`config.mk`:
```
export PLATFORM = sky130hd
export DESIGN_NAME = rx_arrival_stamp
export DESIGN_NICKNAME = d
export VERILOG_FILES = /design/src/rtl/rxt_pkg.sv /design/src/rtl/rxt_arm_decode.sv /design/src/rtl/rxt_port_capture.sv /design/src/rtl/rxt_read_port.sv /design/src/rtl/rx_arrival_stamp.sv
export SDC_FILE = /design/constraint.sdc
export NUM_CORES = 1
export LEC_CHECK = 0
export BUFFER_PORTS_ARGS = -buffer_cell sky130_fd_sc_hd__buf_2
export CAP_MARGIN = 20
export CORE_MARGIN = 4
export CORE_UTILIZATION = 45
export DETAILED_ROUTE_END_ITERATION = 8
export REMOVE_ABC_BUFFERS = 1
export SYNTH_ARGS = -nofsm -noshare
export SYNTH_HDL_FRONTEND = slang
export SYNTH_SLANG_ARGS = --single-unit
```
`constraint.sdc`:
```
create_clock -name clk -period 5.4 [get_ports clk]
set_input_delay 0.81 -clock clk [delete_from_list [all_inputs] [get_ports clk]]
set_output_delay 0.81 -clock clk [all_outputs]
set_load 0.05 [all_outputs]
```
`src/rtl/rxt_pkg.sv`:
```
// Shared constants for the frame arrival timestamp latch.
// Assumes the host bus is one byte wide.
package rxt_pkg;
    localparam int unsigned BYTE_W = 8;
    typedef logic [BYTE_W-1:0] byte_t;
endpackage

```
`src/rtl/rxt_arm_decode.sv`:
```
// Decodes host write strobes into a one-cycle arm pulse.
// Any byte of the port-0 receive-time register arms a measurement.
// Assumes the register base address is given as a byte address.
module rxt_arm_decode #(
    parameter int unsigned ADDR_W = 12,
    parameter int unsigned BYTES  = 4,
    parameter logic [ADDR_W-1:0] BASE = 12'h900
) (
    input  logic              wr_en_i,
    input  logic [ADDR_W-1:0] wr_addr_i,
    output logic              arm_o
);
    localparam logic [ADDR_W-1:0] LIMIT = BASE + ADDR_W'(BYTES);

    // Range match on the first register only.
    always_comb begin
        arm_o = wr_en_i && (wr_addr_i >= BASE) && (wr_addr_i < LIMIT);
    end
endmodule

```
`src/rtl/rxt_port_capture.sv`:
```
// One port's capture path. Every start-of-frame strobe samples local time
// into a shadow register. The first start-of-frame after arming marks a
// pending capture, and the end-of-frame strobe that follows publishes the
// shadow value.
// Assumes strobes are single-cycle. If start and end of frame arrive in
// the same cycle, the end belongs to the earlier frame.
module rxt_port_capture #(
    parameter int unsigned TIME_W = 32
) (
    input  logic              clk,
    input  logic              rst_n,
    input  logic [TIME_W-1:0] local_time_i,
    input  logic              sof_i,
    input  logic              eof_i,
    input  logic              arm_i,
    output logic [TIME_W-1:0] rx_time_o
);
    logic              arm_q;
    logic              pend_q;
    logic [TIME_W-1:0] shadow_q;
    logic [TIME_W-1:0] rx_time_q;

    // Arm flag: set by the host, consumed by the first start-of-frame.
    always_ff @(posedge clk) begin
        if (!rst_n)          arm_q <= 1'b0;
        else if (arm_i)      arm_q <= 1'b1;
        else if (sof_i)      arm_q <= 1'b0;
    end

    // Pending flag: an armed frame has started and not yet ended.
    always_ff @(posedge clk) begin
        if (!rst_n)              pend_q <= 1'b0;
        else if (sof_i && arm_q) pend_q <= 1'b1;
        else if (eof_i)          pend_q <= 1'b0;
    end

    // Internal latch of every start-of-frame time.
    always_ff @(posedge clk) begin
        if (!rst_n)     shadow_q <= '0;
        else if (sof_i) shadow_q <= local_time_i;
    end

    // Visible register: loaded only when an armed frame ends.
    always_ff @(posedge clk) begin
        if (!rst_n)               rx_time_q <= '0;
        else if (eof_i && pend_q) rx_time_q <= shadow_q;
    end

    assign rx_time_o = rx_time_q;

    // the visible value moves only when a pending frame ends.
    a_r8_quiet_without_publish: assert property (@(posedge clk) disable iff (!rst_n)
        !(eof_i && pend_q) |=> $stable(rx_time_q));

    // an end-of-frame with nothing pending changes nothing.
    a_r6_orphan_eof: assert property (@(posedge clk) disable iff (!rst_n)
        (eof_i && !pend_q) |=> $stable(rx_time_q));

    // a capture can begin only from the armed state.
    a_r10_single_capture: assert property (@(posedge clk) disable iff (!rst_n)
        $rose(pend_q) |-> $past(arm_q));
endmodule

```
`src/rtl/rxt_read_port.sv`:
```
// Byte-wide read path over the receive-time registers. A read of byte 0
// returns the low byte and freezes the upper bytes of that port. Reads
// of higher bytes return the frozen copy.
// Assumes NUM_PORTS and the register size are powers of two and that BASE
// is aligned to the size of the whole window.
module rxt_read_port
    import rxt_pkg::*;
#(
    parameter int unsigned NUM_PORTS = 4,
    parameter int unsigned TIME_W    = 32,
    parameter int unsigned ADDR_W    = 12,
    parameter logic [ADDR_W-1:0] BASE = 12'h900
) (
    input  logic              clk,
    input  logic              rst_n,
    input  logic              rd_en_i,
    input  logic [ADDR_W-1:0] rd_addr_i,
    input  logic [TIME_W-1:0] rx_time_i [NUM_PORTS],
    output byte_t             rd_data_o
);
    localparam int unsigned BYTES  = TIME_W / BYTE_W;
    localparam int unsigned LANE_W = $clog2(BYTES);
    localparam int unsigned PORT_W = $clog2(NUM_PORTS);
    localparam int unsigned HI_LSB = LANE_W + PORT_W;
    localparam int unsigned SNAP_W = TIME_W - BYTE_W;

    logic [SNAP_W-1:0] snap_q [NUM_PORTS];
    logic              hit;
    logic [PORT_W-1:0] port_sel;
    logic [LANE_W-1:0] lane_sel;
    logic [LANE_W-1:0] upper_sel;

    // Address split into window match, port index and byte lane.
    always_comb begin
        hit       = (rd_addr_i[ADDR_W-1:HI_LSB] == BASE[ADDR_W-1:HI_LSB]);
        port_sel  = rd_addr_i[LANE_W +: PORT_W];
        lane_sel  = rd_addr_i[LANE_W-1:0];
        upper_sel = lane_sel - 1'b1;
    end

    // Upper-byte snapshots, refreshed by a read of the low byte.
    always_ff @(posedge clk) begin
        if (!rst_n) begin
            for (int p = 0; p < NUM_PORTS; p++) snap_q[p] <= '0;
        end else if (rd_en_i && hit && lane_sel == '0) begin
            snap_q[port_sel] <= rx_time_i[port_sel][TIME_W-1:BYTE_W];
        end
    end

    // Registered read data.
    always_ff @(posedge clk) begin
        if (!rst_n)                 rd_data_o <= '0;
        else if (rd_en_i && !hit)   rd_data_o <= '0;
        else if (rd_en_i) begin
            if (lane_sel == '0) rd_data_o <= rx_time_i[port_sel][BYTE_W-1:0];
            else                rd_data_o <= snap_q[port_sel][{upper_sel, 3'b000} +: BYTE_W];
        end
    end

    // reads outside the window return zero.
    a_r2_miss_reads_zero: assert property (@(posedge clk) disable iff (!rst_n)
        (rd_en_i && !hit) |=> (rd_data_o == '0));
endmodule

```
`src/rtl/rx_arrival_stamp.sv`:
```
// Top level of the frame arrival timestamp latch. One capture path per
// port, a write decoder that arms all ports, and a coherent byte-wide read
// path over the receive-time registers.
// Assumes all strobes are synchronous to clk.
module rx_arrival_stamp
    import rxt_pkg::*;
#(
    parameter int unsigned NUM_PORTS = 4,
    parameter int unsigned TIME_W    = 32,
    parameter int unsigned ADDR_W    = 12,
    parameter logic [ADDR_W-1:0] BASE = 12'h900
) (
    input  logic                 clk,
    input  logic                 rst_n,
    input  logic [TIME_W-1:0]    local_time_i,
    input  logic [NUM_PORTS-1:0] sof_i,
    input  logic [NUM_PORTS-1:0] eof_i,
    input  logic                 wr_en_i,
    input  logic [ADDR_W-1:0]    wr_addr_i,
    input  logic                 rd_en_i,
    input  logic [ADDR_W-1:0]    rd_addr_i,
    output logic [BYTE_W-1:0]    rd_data_o
);
    localparam int unsigned BYTES = TIME_W / BYTE_W;

    logic              arm;
    logic [TIME_W-1:0] rx_time [NUM_PORTS];

    rxt_arm_decode #(.ADDR_W(ADDR_W), .BYTES(BYTES), .BASE(BASE)) u_arm (
        .wr_en_i   (wr_en_i),
        .wr_addr_i (wr_addr_i),
        .arm_o     (arm)
    );

    for (genvar p = 0; p < NUM_PORTS; p++) begin : g_port
        rxt_port_capture #(.TIME_W(TIME_W)) u_cap (
            .clk          (clk),
            .rst_n        (rst_n),
            .local_time_i (local_time_i),
            .sof_i        (sof_i[p]),
            .eof_i        (eof_i[p]),
            .arm_i        (arm),
            .rx_time_o    (rx_time[p])
        );

        // a register can only change on that port's end-of-frame.
        a_r5_publish_on_eof: assert property (@(posedge clk) disable iff (!rst_n)
            !eof_i[p] |=> $stable(rx_time[p]));
    end

    rxt_read_port #(
        .NUM_PORTS (NUM_PORTS),
        .TIME_W    (TIME_W),
        .ADDR_W    (ADDR_W),
        .BASE      (BASE)
    ) u_rd (
        .clk       (clk),
        .rst_n     (rst_n),
        .rd_en_i   (rd_en_i),
        .rd_addr_i (rd_addr_i),
        .rx_time_i (rx_time),
        .rd_data_o (rd_data_o)
    );
endmodule

```
==> metrics.md, run 1 <==
| Metric | Value |
|---|---|
| First-pass GRT wire length | `roughly 57 mm` |
| CP max stage delay | `0.65 ns` |
| Asr flop ratio synth | `0` |
| Slowest CP cell | `or4bb_1` |
| Register area | `approximately 8300 um2` |
| Cell family with most CP delay | `simple AND/OR/NAND/NOR gates` |
| Ys flop type | `dfxtp_1` |
| #FFs+latches synth | `between 300 and 400` |
| Post-CTS Setup Inserts | `0` |
| Power, Total | `5.97 mW` |
| Root buf cell | `clkbuf_16` |
| Worst Setup Path Type | `in2reg` |
| Final Setup Violations | `0` |
| Clk_lat worst skew | `roughly 0.52 ns` |
| Maximum VDD drop | `0.000178 V` |
| H-tree depth | `2` |
| Worst endpoint data arrival time | `about 3.5 ns` |
| CTS max path bufs | `3` |
| Hold_buf cts | `0` |
| Most frequent cells in the layout | `dfxtp_1, nand2_1, mux2i_1` |
| Die H | `193 um` |
| Resized Gates After CTS | `0` |
| Grt total ovfl | `0` |
| Starting Density | `0.458` |
| Clk_skew | `0.0155 ns` |
| M2 GR Usage | `0.322` |
| Worst reg2reg path startpoint | `g_port[2].u_cap.pend_q` |
| RSZ-0062 raised after global routing | `false` |
| Post-synthesis cell count | `1435` |
| CP Cell Sequence | `buf_2, or4bb_1, or3_1, buf_4, nor3b_4, nand2b_1, buf_4` |
| Ant diodes | `0` |
| GR Layer Usage met3 | `0.0275` |
| Worst setup endpoint | `u_rd.snap_q[2][17]` |
| DRC violation count after routing | `0` |
| Drt first pass iters | `5` |
| Crit-path most repeated cell | `buf_4` |
| DRT iter0 DRCs | `570` |
| Leak Pwr | `between 6 and 7 nW` |
| Status | `finished clean` |
| Met1 GRT Util | `0.286` |
| Final TNS setup | `0 ns` |
| Fmax | `slightly above 0.3 GHz` |
| Fin nets | `between 1500 and 2000` |
| Post-synthesis sequential area ratio | `0.540` |
| DP HPWL | `roughly 22 mm` |
| Multi-input logic area | `about 6700 um2` |
| Max-Cap Viols | `0` |
| IO Port Bufs | `73` |
| CP endpoint kind | `register` |
| Num CTS Buffers | `40` |
| Crit path from | `rd_addr_i[9]` |
| DR vias | `roughly 10000` |
| Largest net degree at the start of global routing | `242` |
| TritonCTS clock tree | `yes` |
| Vias per cell | `about 5.1` |
| WL final | `around 37 mm` |
| Chip Width | `between 150 and 200 um` |
| Min-Delay Path Class | `reg2reg` |
| Routability-driven placement congestion ratio | `roughly 0.8` |
| Final hold viol count | `0` |
| PwrDens | `between 300 and 400 nW/um2` |
| Final Slew Violations | `0` |
| All-Layer GR Usage | `0.198` |
| Synth warn | `0` |
| Placed cell count | `between 1500 and 2000` |
| Startpoint Class | `input pin` |
| Vias in the first global route | `9789` |
| Critical path depth | `7` |
| Reg2Reg Depth | `3` |
| I/O pin count | `76` |
| Row cnt | `67` |
| Die area | `37300 um2` |
| Layout cells sized above 1 | `0.125` |
| Slew @ Worst Pin | `~1.1 ns` |
| Drt wl/cell | `about 19 um` |
| Antenna violations before repair | `0` |
| Period minus WS final | `3.27 ns` |
| Maximum fanout along the worst path | `16` |
| Most common cell after layout, fill and taps aside | `dfxtp_1` |
| Hold Slack | `between 0.4 and 0.5 ns` |
| Gr busiest metal | `met2` |
| Max_slew headroom | `0.285` |
| Post-synth EDFFs | `96` |
| Netlist Area Pre-Place | `~15000 um2` |
| Fill cell count | `just over 3000` |
| CP required | `~5.6 ns` |
| Area Growth Syn to Fin | `13.0%` |
| Finished Layout Cells | `a little under 2000` |
| Worst-path clk slew | `~0.060 ns` |
| Critical path buffers and inverters | `3` |
| Core Area | `about 34000 um2` |
| Unique masters post-synth | `36` |
| Reg-to-reg endpoint | `g_port[2].u_cap.rx_time_o[7]` |
| Syn avg cell area | `10.7 um2` |
| R2R setup slack | `roughly 4.0 ns` |
| Clock sinks | `between 300 and 400` |
| Number of routed nets with antenna violations | `0` |
| Final period util | `0.606` |
[layout make-up]
| class | instances | area share |
|---|---|---|
| flip-flops and latches | 368 | 0.478 |
| multi-input cells | 958 | 0.382 |
| clock buffers | 65 | 0.0706 |
| well taps | 448 | 0.0322 |
| repair buffers | 95 | 0.0317 |
| clock inverters | 7 | 0.00460 |
| inverters | 4 | 0.000862 |
[layer usage]
layer,vias up,part of all wire,wire length (um)
met4,0,0.017,629
met3,49,0.033,1200
li1,4958,-,-
met5,-,0,0
met2,156,0.46,16800
met1,4831,0.49,18000
[synth_stat cells (2+ instances only)]
cell,instances,share of area
dfxtp_1,272,0.35
nand2_1,265,0.065
mux2i_1,192,0.12
nor2b_1,159,0.065
a21boi_0,136,0.066
edfxtp_1,96,0.19
clkbuf_1,87,0.021
and2_1,76,0.031
mux4_2,24,0.035
nor2_1,24,0.0058
o22ai_1,16,0.0065
nand2b_1,12,0.0049
nor4_1,9,0.0037
a22oi_1,8,0.0039
o211ai_1,8,0.0039
a21oi_1,7,0.0023
buf_1,7,0.0017
buf_6,5,0.0037
buf_2,4,0.0013
inv_1,4,0.00097
nand3_1,3,0.00097
nand3b_1,3,0.0015
clkbuf_2,2,0.00065
nor3b_4,2,0.0024
o31ai_1,2,0.00097
or3b_2,2,0.0011
[cell families after synthesis]
logic type,share of synthesized area
and+or+nand+nor,0.186
DFF,0.540
muxes,0.160
AOI/OAI and AO/OA,0.0838
buffers and inverters,0.0295
adders and majority gates,0.000812
[sequential cells by signal, indices dropped and copies added, names as in the netlist]
register	count
g_port.u_cap.arm_q	4
g_port.u_cap.pend_q	4
g_port.u_cap.rx_time_o	128
g_port.u_cap.shadow_q	128
u_rd.rd_data_o	8
u_rd.snap_q	96
[worst register-to-register path, stage by stage, from the launching register on]
cell and delay [ns]:
dfxtp_1 0.33, nand2_2 0.67, nand2_1 0.12, a21boi_0 0.23
[worst min-delay path by stage]
stage | from | to | cells after the start
after floorplan | g_port[3].u_cap.rx_time_o[10] | g_port[3].u_cap.rx_time_o[10] | 2
after global placement | g_port[2].u_cap.shadow_q[12] | g_port[2].u_cap.rx_time_o[12] | 2
after detailed placement | g_port[0].u_cap.shadow_q[2] | g_port[0].u_cap.rx_time_o[2] | 2
after CTS | g_port[2].u_cap.shadow_q[6] | g_port[2].u_cap.rx_time_o[6] | 2
after global routing | g_port[0].u_cap.shadow_q[0] | g_port[0].u_cap.rx_time_o[0] | 2
final | g_port[3].u_cap.shadow_q[21] | g_port[3].u_cap.rx_time_o[21] | 2
[power breakdown]
group          total [mW]  switching (mW)  internal [mW]
registers            2.94          0.0343           2.91
clock network        2.70            1.06           1.64
logic               0.331           0.184          0.147
[metrics by stage]
| stage | area, um2 | setup slack [ns] | util |
|---|---|---|---|
| after floorplan | 15000 | 1.56 | - |
| after global placement | 16100 | 1.62 | 0.479 |
| after detailed placement | 16100 | 1.60 | 0.479 |
| after CTS | 17400 | 2.14 | 0.518 |
| after global routing | 17400 | 1.98 | 0.518 |
| final | 17400 | 2.13 | 0.518 |
No activity file was read; power rests on OpenSTA's default activity.
==> run 2: changes to the inputs <==
clock period = 3 ns   (was 5.4 ns; I/O delays follow)
==> metrics.md, run 2 (same netlist as run 1, synthesis figures left out) <==
| Metric | Value |
|---|---|
| Design Area, Final | `17500 um2 (+0.71%)` |
| Worst slack, placed | `0.314 ns (-1.29 ns)` |
| Vias in the first global route | `9946 (+1.6%)` |
| RSZ-0062 raised after global routing | `false` |
| Status | `finished clean` |
| Worst Setup Path Type | `in2reg` |
| Num CTS Buffers | `40 (unchanged)` |
| Grt total ovfl | `0 (unchanged)` |
| Antenna violations before repair | `0 (unchanged)` |
| IO Port Bufs | `73 (unchanged)` |
| Placed Area | `16300 um2 (+1.0%)` |
| Largest net degree at the start of global routing | `194 (-20%)` |
| Number of routed nets with antenna violations | `0 (unchanged)` |
| Post-CTS Setup Inserts | `0 (unchanged)` |
| CP Cell Sequence | `buf_2, or4bb_1, or3_1, nor3b_4, nand2b_1, buf_4` |
| Clk_lat worst skew | `0.52 ns (about the same)` |
| Final period util | `0.721` |
| Clk_skew | `0.0140 ns (-0.00150 ns)` |
| Reg-to-reg endpoint | `g_port[2].u_cap.rx_time_o[12]` |
| Crit path from | `rd_addr_i[9]` |
| CP max stage delay | `0.64 ns (about the same)` |
| DRT iter0 DRCs | `463 (-19%)` |
| Row cnt | `67 (unchanged)` |
| Worst-path clk slew | `0.06 ns (about the same)` |
| Die area | `37300 um2 (unchanged)` |
| Clock sinks | `368 (unchanged)` |
| PwrDens | `606 nW/um2 (+77%)` |
| Final Slew Violations | `0 (unchanged)` |
| Fmax | `approximately 0.46 GHz` |
| Max-Cap Viols | `0 (unchanged)` |
| Leak Pwr | `6.61 nW (+1.2%)` |
| Maximum fanout along the worst path | `17 (+1)` |
| Worst setup margin | `0.836 ns (-1.29 ns)` |
| Startpoint Class | `input pin` |
| Ant diodes | `0 (unchanged)` |
| Core Area | `33600 um2 (unchanged)` |
| Chip Width | `193 um (unchanged)` |
| Utilization after layout | `0.522 (+0.00368)` |
| Worst hold path startpoint | `eof_i[1]` |
| Final Setup Violations | `0 (unchanged)` |
| Die H | `193 um (unchanged)` |
| Min-Delay Path Class | `in2reg` |
| Area Growth Syn to Fin | `13.8%` |
| Most common cell after layout, fill and taps aside | `dfxtp_1` |
| CP required | `3.20 ns (-2.39 ns)` |
| Fin nets | `1551 (+0.98%)` |
| Drt first pass iters | `4 (-1)` |
| Resized Gates After CTS | `0 (unchanged)` |
| CP endpoint kind | `register` |
| Final TNS setup | `0 ns (unchanged)` |
| Finished Layout Cells | `1959 (+0.72%)` |
| Hold_buf cts | `0 (unchanged)` |
| Worst reg2reg path startpoint | `g_port[2].u_cap.pend_q` |
| Slew @ Worst Pin | `0.836 ns (-0.236 ns)` |
| Hold Slack | `0.234 ns (-0.227 ns)` |
| Power, Total | `10.6 mW (+78%)` |
| Worst setup endpoint | `u_rd.snap_q[2][1]` |
| Layout cells sized above 1 | `0.136 (+0.0108)` |
| Final hold viol count | `0 (unchanged)` |
| CTS max path bufs | `3 (unchanged)` |
| Fill cell count | `3017 (-0.95%)` |
| Routability-driven placement congestion ratio | `0.798 (+2.1%)` |
| Max_slew headroom | `0.443 (+0.157)` |
| Maximum VDD drop | `0.000357 V (+100%)` |
| Drt wl/cell | `18.9 um (+0.24%)` |
| DRC violation count after routing | `0 (unchanged)` |
| I/O pin count | `76 (unchanged)` |
| R2R setup slack | `1.69 ns (-2.28 ns)` |
| Starting Density | `0.458 (unchanged)` |
| All-Layer GR Usage | `0.200 (+0.00201)` |
| Root buf cell | `clkbuf_16` |
| Placed cell count | `1888 (+0.80%)` |
| WHS Path Cells | `3 (+1)` |
| Most frequent cells in the layout | `dfxtp_1, nand2_1, mux2i_1` |
| First-pass GRT wire length | `57.9 mm (+0.98%)` |
| Worst endpoint data arrival time | `2.36 ns (-1.10 ns)` |
| Vias per cell | `5.12 (-0.30%)` |
| H-tree depth | `2 (unchanged)` |
| Period minus WS final | `roughly 2.2 ns` |
| DP HPWL | `22.9 mm (+5.7%)` |
| Reg2Reg Depth | `4 (+1)` |
| Slowest CP cell | `or4bb_1` |
| TritonCTS clock tree | `yes` |
| WL final | `37.0 mm (+0.96%)` |
| DR vias | `10000 (+0.42%)` |
-- run 2: area by class of cell --
type | count | area, um2 | area share
Sequential cell | 368 | 8330 | 0.475
Multi-Input combinational cell | 958 | 6640 | 0.379
Clock buffer | 59 | 1170 | 0.0670
Tap cell | 448 | 561 | 0.0320
Inverter | 4 | 15.0 | 0.000856
Clock inverter | 12 | 93.8 | 0.00535
Timing Repair Buffer | 110 | 727 | 0.0414
-- run 2: how the worst min path moves through the flow --
stage,slack [ns],to
after CTS,0.22,g_port[1].u_cap.pend_q
final,0.23,g_port[1].u_cap.pend_q
after global routing,0.25,g_port[0].u_cap.shadow_q[9]
after detailed placement,0.46,g_port[0].u_cap.rx_time_o[9]
after floorplan,0.44,g_port[3].u_cap.rx_time_o[10]
after global placement,0.45,g_port[0].u_cap.rx_time_o[10]
-- run 2: critical path, delay by kind of cell --
kind	cells	cell delay, ns
simple gates	4	1.54
buf+inv	2	0.36
-- run 2: report_power, final --
part / switching, mW / internal [mW]
Sequential: 0.0612 / 5.23
Combinational: 0.338 / 0.279
Clock: 1.93 / 2.80
-- run 2: metal layers --
| metal | vias to the layer above | GRT usage | part of all wire |
|---|---|---|---|
| met5 | - | 0 | 0 |
| met4 | 0 | 0.0466 | 0.016 |
| met3 | 42 | 0.0275 | 0.034 |
| met2 | 164 | 0.325 | 0.46 |
| met1 | 4855 | 0.288 | 0.49 |
| li1 | 4975 | - | - |
==> run 3: changes to the inputs <==
ABC_AREA = 1   (was default)
clock period = 1.75 ns   (was 3 ns; I/O delays follow)
==> metrics.md, run 3 <==
| Metric | Value |
|---|---|
| Worst Setup Path Type | `reg2out` |
| Largest net degree at the start of global routing | `83 (-57%)` |
| RSZ-0062 raised after global routing | `false` |
| Startpoint Class | `register` |
| Fill cell count | `3291 (+9.1%)` |
| Netlist Area Pre-Place | `15200 um2 (-1.4%)` |
| Row cnt | `67 (unchanged)` |
| H-tree depth | `2 (unchanged)` |
| Drt wl/cell | `16.6 um (-12%)` |
| Top-area cell type share of the netlist area | `0.358 (+0.00498)` |
| WL final | `40.4 mm (+9.1%)` |
| Resized Gates After CTS | `0 (unchanged)` |
| Unique masters post-synth | `33 (-8.3%)` |
| CP Cell Sequence | `buf_2` |
| Area Growth Syn to Fin | `14.6%` |
| Cell family with most CP delay | `flip-flops` |
| Routability-driven placement congestion ratio | `0.794 (-0.53%)` |
| Syn avg cell area | `7.97 um2 (-26%)` |
| Most common cell after layout, fill and taps aside | `nor2_1` |
| Placed Area | `16200 um2 (-0.61%)` |
| IO Port Bufs | `73 (unchanged)` |
| Slowest CP cell | `dfxtp_1` |
| Period minus WS final | `between 1 and 1.5 ns` |
| Chip Width | `192 um (-0.67%)` |
| Starting Density | `0.454 (-0.00410)` |
| Clk_lat worst skew | `0.52 ns (about the same)` |
| Reg power frac | `0.493 (-0.005)` |
| Worst setup margin | `0.341 ns (-0.495 ns)` |
| Fin nets | `2026 (+31%)` |
| Worst endpoint data arrival time | `1.15 ns (-1.21 ns)` |
| Antenna violations before repair | `0 (unchanged)` |
| Post-CTS Setup Inserts | `0 (unchanged)` |
| Asr flop ratio synth | `0 (unchanged)` |
| All-Layer GR Usage | `0.220 (+0.0193)` |
| I/O pin count | `76 (unchanged)` |
| Post-synth EDFFs | `96 (unchanged)` |
| Reg2Reg Depth | `6 (+2)` |
| WHS Path Cells | `4 (+1)` |
| TritonCTS clock tree | `yes` |
| WHS Endpoint | `g_port[2].u_cap.pend_q` |
| Hold Slack | `0.0132 ns (-0.221 ns)` |
| Clock sinks | `368 (unchanged)` |
| Ys flop type | `dfxtp_1` |
| Post-synthesis cell count | `1906 (+33%)` |
| Final Setup Violations | `0 (unchanged)` |
| Drt first pass iters | `5 (+1)` |
| Max-Cap Viols | `0 (unchanged)` |
| Most frequent cells in the layout | `nor2_1, dfxtp_1, o21ai_0` |
| Switching Fraction | `0.233 (+0.0148)` |
| Leak Pwr | `6.95 nW (+5.0%)` |
| R2R setup slack | `0.43 ns (-1.26 ns)` |
| CTS max path bufs | `3 (unchanged)` |
| Layout cells sized above 1 | `0.117 (-0.0183)` |
| Int Power | `14.2 mW (+71%)` |
| Max_slew headroom | `0.607 (+0.165)` |
| Slew @ Worst Pin | `0.585 ns (-0.251 ns)` |
| Core Area | `33400 um2 (-0.50%)` |
| Grt total ovfl | `0 (unchanged)` |
| CP max stage delay | `0.36 ns (-0.28 ns)` |
| Placed cell count | `2364 (+25%)` |
| Final hold viol count | `0 (unchanged)` |
| Largest area contributor in the netlist | `dfxtp_1` |
| Finished Layout Cells | `2433 (+24%)` |
| Reg-to-reg endpoint | `u_rd.snap_q[3][21]` |
| Final period util | `0.805` |
| CP endpoint kind | `output pin` |
| Worst slack, placed | `-0.0654 ns (-0.380 ns)` |
| Design Area, Final | `17400 um2 (-0.76%)` |
| Synth top area cells | `dfxtp_1, edfxtp_1, nor2_1` |
| Post-synthesis sequential area ratio | `0.548 (+0.00761)` |
| Comb pwr share | `0.079 (+0.021)` |
| DRC violation count after routing | `0 (unchanged)` |
| Ant diodes | `0 (unchanged)` |
| Worst reg2reg path startpoint | `g_port[2].u_cap.rx_time_o[29]` |
| Status | `finished clean` |
| Number of routed nets with antenna violations | `0 (unchanged)` |
| Vias in the first global route | `11500 (+15%)` |
| CP required | `1.49 ns (-1.71 ns)` |
| Root buf cell | `clkbuf_16` |
| Die H | `192 um (-0.67%)` |
| PwrDens | `1070 nW/um2 (+76%)` |
| #FFs+latches synth | `368 (unchanged)` |
| Worst hold path startpoint | `eof_i[2]` |
| Worst-path clk slew | `0.06 ns (about the same)` |
| Synth warn | `0 (unchanged)` |
| Clk pwr share | `0.427 (-0.017)` |
| Vias per cell | `5.01 (-2.1%)` |
| Net Sw Power | `4.33 mW (+86%)` |
| Cell with the most instances after synthesis | `nor2_1` |
| DP HPWL | `25.4 mm (+11%)` |
| DRT iter0 DRCs | `790 (+71%)` |
| Num CTS Buffers | `38 (-5.0%)` |
| Maximum fanout along the worst path | `2 (-15)` |
| Final TNS setup | `0 ns (unchanged)` |
| Min-Delay Path Class | `in2reg` |
| Top post-synthesis cells by count | `nor2_1, dfxtp_1, o21ai_0, nand2_1, edfxtp_1` |
| Clk_skew | `0.0135 ns (-0.000557 ns)` |
| Maximum VDD drop | `0.000612 V (+71%)` |
| First-pass GRT wire length | `64.0 mm (+11%)` |
| Hold_buf cts | `1 (+1)` |
| Critical path buffers and inverters | `1 (-1)` |
| Fmax | `roughly 0.71 GHz` |
| DR vias | `12200 (+22%)` |
| Final Slew Violations | `0 (unchanged)` |
| Die area | `36800 um2 (-1.3%)` |
run 3: cell families (layout without fill, tap and decap cells):
kind of cell | after synthesis | after routing | share of synthesized area
AO/OA/AOI/OAI | 361 | 361 | 0.126
adder cells (fa/ha/maj) | 1 | 1 | 0.000823
buffers and inverters | 225 | 304 | 0.0719
flip-flops | 368 | 368 | 0.548
AND/OR/NAND/NOR | 951 | 951 | 0.253
run 3: how the worst max path moves through the flow:
stage	cells after the start	slack, ns	start	end
2_1_floorplan	4	-1.49	rd_addr_i[0]	u_rd.snap_q[3][0]
3_3_place_gp	9	-0.07	rd_addr_i[5]	u_rd.snap_q[2][19]
3_5_place_dp	9	-0.07	rd_addr_i[9]	u_rd.snap_q[2][16]
4_1_cts	1	0.32	u_rd.rd_data_o[1]	rd_data_o[1]
5_1_grt	1	0.29	u_rd.rd_data_o[0]	rd_data_o[0]
6_report	1	0.34	u_rd.rd_data_o[1]	rd_data_o[1]
run 3: area by class of cell:
type | instances | area, um2 | area share
Clock buffer | 63 | 1170 | 0.0672
Tap cell | 448 | 561 | 0.0322
Inverter | 100 | 390 | 0.0224
Sequential cell | 368 | 8330 | 0.478
Multi-Input combinational cell | 1313 | 5780 | 0.332
Clock inverter | 5 | 53.8 | 0.00309
Timing Repair Buffer | 136 | 1120 | 0.0646
run 3: layer usage:
layer	track usage	routed length, um
met3	0.0280	1800
met2	0.363	18600
met5	0	0
met1	0.310	19200
met4	0.0483	770
run 3: per-stage QoR:
stage,total power [mW],utilization
final,18.6,0.520
after floorplan,10.0,-
after CTS,18.7,0.520
after detailed placement,10.8,0.483
after global placement,10.8,0.483
after global routing,19.2,0.520
run 3: power groups by stage:
stage          clock network (mW)  registers [mW]  logic, mW
2_1_floorplan                   0            9.33      0.709
6_report                     7.93            9.15       1.47
3_5_place_dp                    0            9.34       1.47
4_1_cts                      8.06            9.15       1.48
3_3_place_gp                    0            9.33       1.45
5_1_grt                      8.41            9.18       1.65
run 3: worst reg2reg max path, delay by kind of cell (launching register included):
kind	cells	cell delay, ns
flip-flops	1	0.31
AO/OA/AOI/OAI	2	0.29
AND/OR/NAND/NOR	3	0.23
buffers and inverters	1	0.22
